[src/rtl/vic_pkg.sv]
package vic_pkg;
  localparam int VIC_SLOTS          = 16;
  localparam int VIC_FIRST_MASKABLE = 4;
  localparam int VIC_ADDR_W         = 32;
  localparam int VIC_PACKET_INSNS   = 8;
  localparam int VIC_INSN_BYTES     = 4;
  localparam int VIC_PACKET_BYTES   = VIC_PACKET_INSNS * VIC_INSN_BYTES;
endpackage

[src/rtl/vic_pend_bank.sv]
module vic_pend_bank #(
  parameter int SLOTS = vic_pkg::VIC_SLOTS
) (
  input  logic             clk,
  input  logic             rst_n,
  input  logic [SLOTS-1:0] src_i,
  input  logic [SLOTS-1:0] clr_i,
  output logic [SLOTS-1:0] pend_o
);
  logic [SLOTS-1:0] src_q;
  logic [SLOTS-1:0] pend_q;
  logic [SLOTS-1:0] pend_d;
  logic [SLOTS-1:0] rise;

  for (genvar k = 0; k < SLOTS; k++) begin : g_slot
    always_comb begin
      rise[k]   = src_i[k] & ~src_q[k];
      pend_d[k] = rise[k] | (pend_q[k] & ~clr_i[k]);
    end

    always_ff @(posedge clk or negedge rst_n) begin
      if (!rst_n) begin
        src_q[k]  <= 1'b0;
        pend_q[k] <= 1'b0;
      end else begin
        src_q[k]  <= src_i[k];
        pend_q[k] <= pend_d[k];
      end
    end

    AST_EDGE_SETS_PEND: assert property (@(posedge clk) disable iff (!rst_n)
      (src_i[k] && !src_q[k]) |=> pend_q[k]);
  end

  assign pend_o = pend_q;
endmodule

[src/rtl/vic_prio_pick.sv]
module vic_prio_pick #(
  parameter int SLOTS = vic_pkg::VIC_SLOTS,
  localparam int IDX_W = $clog2(SLOTS)
) (
  input  logic [SLOTS-1:0] req_i,
  output logic             any_o,
  output logic [IDX_W-1:0] idx_o
);
  always_comb begin
    any_o = 1'b0;
    idx_o = '0;
    for (int i = SLOTS - 1; i >= 0; i--) begin
      if (req_i[i]) begin
        any_o = 1'b1;
        idx_o = IDX_W'(i);
      end
    end
  end

  always_comb begin
    if (any_o) begin
      AST_PICK_LOWEST: assert (req_i[idx_o] && ((req_i & ((SLOTS'(1) << idx_o) - SLOTS'(1))) == '0));
    end
  end
endmodule

[src/rtl/vic_vec_reg.sv]
module vic_vec_reg #(
  parameter int ADDR_W = vic_pkg::VIC_ADDR_W,
  parameter int IDX_W  = 4,
  parameter int SHIFT  = 5
) (
  input  logic              clk,
  input  logic              rst_n,
  input  logic              take_i,
  input  logic [IDX_W-1:0]  idx_i,
  input  logic [ADDR_W-1:0] base_i,
  output logic              iack_o,
  output logic [IDX_W-1:0]  inum_o,
  output logic [ADDR_W-1:0] vec_o
);
  logic              iack_q, iack_d;
  logic [IDX_W-1:0]  inum_q, inum_d;
  logic [ADDR_W-1:0] vec_q, vec_d;
  logic [ADDR_W-1:0] slot_off;

  always_comb begin
    slot_off = ADDR_W'(idx_i) << SHIFT;
    iack_d   = take_i;
    inum_d   = inum_q;
    vec_d    = vec_q;
    if (take_i) begin
      inum_d = idx_i;
      vec_d  = base_i + slot_off;
    end
  end

  always_ff @(posedge clk or negedge rst_n) begin
    if (!rst_n) begin
      iack_q <= 1'b0;
      inum_q <= '0;
      vec_q  <= '0;
    end else begin
      iack_q <= iack_d;
      inum_q <= inum_d;
      vec_q  <= vec_d;
    end
  end

  assign iack_o = iack_q;
  assign inum_o = inum_q;
  assign vec_o  = vec_q;

  AST_IACK_SINGLE: assert property (@(posedge clk) disable iff (!rst_n)
    iack_o |=> !iack_o);
  AST_VEC_FROM_BASE: assert property (@(posedge clk) disable iff (!rst_n)
    iack_o |-> (vec_o == $past(base_i) + (ADDR_W'(inum_o) << SHIFT)));
  AST_INUM_HOLDS: assert property (@(posedge clk) disable iff (!rst_n)
    !iack_o |-> ($stable(inum_o) && $stable(vec_o)));
endmodule

[src/rtl/vec_irq_ctrl.sv]
module vec_irq_ctrl #(
  parameter int SLOTS        = vic_pkg::VIC_SLOTS,
  parameter int FIRST_MASK   = vic_pkg::VIC_FIRST_MASKABLE,
  parameter int ADDR_W       = vic_pkg::VIC_ADDR_W,
  parameter int PACKET_BYTES = vic_pkg::VIC_PACKET_BYTES,
  localparam int IDX_W = $clog2(SLOTS),
  localparam int SHIFT = $clog2(PACKET_BYTES),
  localparam int NMASK = SLOTS - FIRST_MASK
) (
  input  logic              clk,
  input  logic              rst_n,
  input  logic              rst_src_i,
  input  logic              nmi_i,
  input  logic [NMASK-1:0]  irq_i,
  input  logic [NMASK-1:0]  irq_en_i,
  input  logic              gie_i,
  input  logic [ADDR_W-1:0] tbl_base_i,
  input  logic              cpu_rdy_i,
  output logic [ADDR_W-1:0] vec_addr_o,
  output logic              iack_o,
  output logic [IDX_W-1:0]  inum_o
);
  logic [SLOTS-1:0] src_all;
  logic [SLOTS-1:0] en_all;
  logic [SLOTS-1:0] pend;
  logic [SLOTS-1:0] elig;
  logic [SLOTS-1:0] clr;
  logic             any_elig;
  logic [IDX_W-1:0] pick;
  logic             take;

  // Slots between the non-maskable source and the first maskable line stay tied off.
  always_comb begin
    src_all                   = '0;
    en_all                    = '0;
    src_all[0]                = rst_src_i;
    src_all[1]                = nmi_i;
    en_all[1:0]               = 2'b11;
    src_all[SLOTS-1:FIRST_MASK] = irq_i;
    en_all[SLOTS-1:FIRST_MASK]  = irq_en_i & {NMASK{gie_i}};
  end

  vic_pend_bank #(.SLOTS(SLOTS)) pend_i (
    .clk    (clk),
    .rst_n  (rst_n),
    .src_i  (src_all),
    .clr_i  (clr),
    .pend_o (pend)
  );

  assign elig = pend & en_all;

  vic_prio_pick #(.SLOTS(SLOTS)) pick_i (
    .req_i (elig),
    .any_o (any_elig),
    .idx_o (pick)
  );

  always_comb begin
    take = cpu_rdy_i & any_elig & ~iack_o;
    clr  = '0;
    if (take) clr[pick] = 1'b1;
  end

  vic_vec_reg #(.ADDR_W(ADDR_W), .IDX_W(IDX_W), .SHIFT(SHIFT)) vec_i (
    .clk    (clk),
    .rst_n  (rst_n),
    .take_i (take),
    .idx_i  (pick),
    .base_i (tbl_base_i),
    .iack_o (iack_o),
    .inum_o (inum_o),
    .vec_o  (vec_addr_o)
  );

  AST_TAKE_AFTER_READY: assert property (@(posedge clk) disable iff (!rst_n)
    iack_o |-> ($past(cpu_rdy_i) && !$past(iack_o)));
  AST_NO_RESERVED: assert property (@(posedge clk) disable iff (!rst_n)
    iack_o |-> (inum_o < IDX_W'(2) || inum_o >= IDX_W'(FIRST_MASK)));
  AST_MASKED_NEEDS_EN: assert property (@(posedge clk) disable iff (!rst_n)
    (iack_o && inum_o >= IDX_W'(FIRST_MASK)) |->
      ($past(gie_i) && (|(($past(irq_en_i) >> (inum_o - IDX_W'(FIRST_MASK))) & NMASK'(1)))));
endmodule

[config.mk]
export PLATFORM = sky130hd
export DESIGN_NAME = vec_irq_ctrl
export DESIGN_NICKNAME = d
export VERILOG_FILES = /design/src/rtl/vic_pkg.sv /design/src/rtl/vic_pend_bank.sv /design/src/rtl/vic_prio_pick.sv /design/src/rtl/vic_vec_reg.sv /design/src/rtl/vec_irq_ctrl.sv
export SDC_FILE = /design/constraint.sdc
export NUM_CORES = 1
export LEC_CHECK = 0
export CAP_MARGIN = 20
export CORE_ASPECT_RATIO = 0.7
export CORE_UTILIZATION = 48
export CTS_BUF_LIST = sky130_fd_sc_hd__clkbuf_4 sky130_fd_sc_hd__clkbuf_8
export CTS_CLUSTER_DIAMETER = 30
export DETAILED_ROUTE_END_ITERATION = 12
export DONT_BUFFER_PORTS = 1
export GPL_TIMING_DRIVEN = 0
export PLACE_DENSITY_LB_ADDON = 0.25
export SETUP_SLACK_MARGIN = 0.02
export SYNTH_ARGS = -nofsm -noshare
export SYNTH_HDL_FRONTEND = slang
export SYNTH_SLANG_ARGS = --single-unit
[constraint.sdc]
create_clock -name clk -period 4.05 [get_ports clk]
set_clock_uncertainty 0.15 [all_clocks]
set_input_delay 0.81 -clock clk [delete_from_list [all_inputs] [get_ports clk]]
set_output_delay 0.81 -clock clk [all_outputs]
set_load 0.02 [all_outputs]
==> results by group <==
Status
  • Status: finished, final reports clean

Floorplanning
  • Die area: 6940 µm²
  • DIE WIDTH: 99.1 µm
  • Core area: 6310 µm²
  • Die H: 70.0 µm
  • Top-level I/O count: 99
  • Core Rows: 24
  • Initial core utilization: 50.3%

Route
  • Post-DR vias/cell: 5.60
  • Routed wl met3: 778 µm
  • Drt drc: 0
  • Routed via count: 2256
  • Metal-1 WL: 3.36 mm
  • Highest Signal Layer: met4
  • Met2 wire length: 2.80 mm
  • Drt wl/cell: 17.4 µm
  • Detailed Route WL: 7.01 mm
  • Remaining antenna violation count: 0
  • Pre-antenna DRT Iters: 4
  • 1st-iter DRT viols: 128

Setup path
  • Critical path type: primary input to register
  • Worst path required time: 4.16 ns
  • CP max FO: 10
  • Crit path DAT: 3.70 ns
  • CP Launch Type: primary input
  • Kind of end point of the critical path: register

Power
  • Leak pwr: 0.00146 µW
  • VDD IR max: 0.281 mV
  • Pwr/cell area: 488 nW/µm²

Placement
  • I/O Buffers: 0
  • GP Congestion: 0.847
  • HPWL Detailed: 5.06 mm
  • Placed instance count: 386

Synth
  • Avg Cell Area, Syn: 10.3 µm²
  • Fraction of registers with async set/reset: 100%
  • Mapped Cells: 308
  • Synth warnings: 0
  • Yosys top cell area share: 51.3%
  • Sequential fraction of the synthesis area: 51.3%
  • #FFs+latches synth: 65
  • Post-synth EDFFs: 0
  • Post-synth cell types: 48
  • Syn_nets: 375
  • Top post-synthesis cells by area: dfrtp_1 51%, xnor2_1 5.5%, a21oi_1 5.2%
  • Top_reg_cell synth: dfrtp_1
  • Post-synth top area cell: dfrtp_1
  • Netlist Area Pre-Place: 3170 µm²

Run
  • Max_cap viols: 0

Clock network
  • CTS clk-pin slew, worst paths: 0.07 ns
  • CTS buffer count: 9
  • CTS tree: yes
  • Post-CTS Setup Inserts: 0
  • CTS sink cnt: 65
  • Root Buffer: clkbuf_8
  • Max Buffers Root-to-Sink: 2
  • Skew-Pair Late Insertion Delay: 0.34 ns
  • H-tree levels: 3

Final layout
  • Layout cells sized above 1: 13.8%
  • Ant. Diodes: 0
  • Area Overhead vs Synth: 11.3%
  • Non-filler cells, final: 403
  • # nets final: 387
  • Fill count: 541

Timing
  • Slew headroom: 61.5%
  • Setup TNS: 0 ns
  • Hold Violations, Final: 0
  • Worst Tran Pin Value: 0.572 ns
  • Final worst path period share: 88.7%
  • Final Critical Period: 3.59 ns
  • Fmax: 278 MHz
  • RSZ-0062 raised after global routing: no
  • Final Slew Violations: 0
  • Count of final setup violators: 0

GRT
  • Initial antenna violation count: 0
  • Gr usage total: 21.4%
  • Gr ovfl total: 0
  • First-pass GRT wire length: 11.3 mm
  • Largest net degree at the start of global routing: 66
  • Number of global-route vias before repair: 2131

Min path
  • Hold Crit Class: primary input to async pin
worst paths after layout:
kind / cells past startpoint / start / to / slack (ns)
hold reg to reg: 1 / pend_i.src_q[13] / pend_i.pend_o[13] / 0.27
setup / recovery: 15 / irq_en_i[10] / vec_i.vec_o[19] / 0.46
max in group asynchronous: 1 / rst_n / pend_i.pend_o[13] / 3.30
min in group clk: 1 / pend_i.src_q[13] / pend_i.pend_o[13] / 0.27
setup reg to reg: 15 / pend_i.pend_o[14] / vec_i.vec_o[19] / 0.51
hold / removal: 1 / rst_n / vec_i.inum_o[3] / 0.19
layer usage:
metal  vias to the layer above  global-route usage [%]
met5                         -                       0
met4                         0                    7.35
met3                         9                    9.21
met2                        94                    27.7
met1                      1049                    31.5
li1                       1104                       -
flip-flops by register name (all words and copies together), names as in the netlist:
signal	cells
vec_i.inum_o	4
vec_i.iack_o	1
pend_i.src_q	14
vec_i.vec_o	32
pend_i.pend_o	14
cell families (layout without fill, tap and decap cells):
family | after synthesis | after routing | synth area share [%]
compound gates | 79 | 79 | 16.0
xor+xnor | 23 | 23 | 6.35
fa+ha+maj | 5 | 5 | 2.21
buf+inv | 29 | 46 | 4.70
flops | 65 | 65 | 51.3
mux | 11 | 11 | 4.97
simple gates | 96 | 96 | 14.4
final cells by class:
| type | count | area (µm²) | share of cell area [%] |
|---|---|---|---|
| Timing Repair Buffer | 1 | 27.5 | 0.780 |
| Inverter | 20 | 76.3 | 2.16 |
| Tap cell | 78 | 97.6 | 2.76 |
| Sequential cell | 65 | 1630 | 46.1 |
| Buffer | 9 | 73.8 | 2.09 |
| Clock inverter | 6 | 91.3 | 2.59 |
| Multi-Input combinational cell | 214 | 1400 | 39.6 |
| Clock buffer | 10 | 138 | 3.90 |
cells in the final DEF (no fill, tap or decap), types with 3 or more instances in the layout:
cell type / synthesis / routed
dfrtp_1: 65 / 65
nor2_1: 39 / 39
a21oi_1: 33 / 32
xnor2_1: 20 / 20
inv_1: 19 / 19
nand2_1: 17 / 17
o21ai_0: 12 / 12
nand3_1: 11 / 11
a22o_1: 10 / 10
clkbuf_8: 0 / 10
mux2_4: 9 / 9
o31ai_1: 6 / 6
buf_6: 5 / 5
nor2b_1: 4 / 4
nor3_1: 4 / 4
nand4_1: 4 / 4
ha_1: 4 / 4
o21a_1: 3 / 3
nand2b_1: 3 / 3
xor2_1: 3 / 3
clkinvlp_4: 0 / 3
repair_timing:
action / 4_1_cts / 5_1_grt
hold endpoints to repair: 65 / 0
hold buffers: 1 / 0
endpoints found under the setup margin: 0 / 8
gates resized for setup: 0 / 3
worst max-delay path, cell delays in order:
cell and delay, ns:
nand2_1 0.03, a32o_1 0.25, a21oi_1 0.19, o32a_1 0.25
clkbuf_2 0.28, inv_1 0.07, ha_1 0.22, fa_1 0.41
a21o_1 0.20, a21oi_2 0.28, or2_1 0.15, buf_2 0.20
nor2_1 0.07, xnor2_1 0.12, a21oi_1 0.16
Yosys cell counts, drive strengths merged, types with 6 or more instances:
library cell	number
dfrtp	65
nor2	39
a21oi	34
xnor2	20
inv	19
nand2	17
o21ai	13
mux2	11
nand3	11
a22o	10
buf	6
o31ai	6
through the flow:
stage          cell area [µm²]  total power (µW)  hold slack, ns  worst slack, ns  util (%)
2_1_floorplan             3170              1040           0.250            0.384         -
3_3_place_gp              3270              1080           0.254           -0.157      51.8
3_5_place_dp              3270              1090           0.258           -0.200      51.8
4_1_cts                   3520              1740           0.194            0.140      55.9
5_1_grt                   3530              1810           0.176            0.181      56.0
6_report                  3530              1720           0.188            0.459      56.0
report_power, final:
| group | switching (µW) | total (µW) | leakage, µW | internal (µW) |
|---|---|---|---|---|
| clock network | 264 | 628 | 0.000105 | 364 |
| registers | 147 | 877 | 0.000714 | 730 |
| logic | 111 | 219 | 0.000636 | 108 |
| total | 523 | 1720 | 0.00146 | 1200 |
Note: power is estimated with default switching activity, not from simulation.
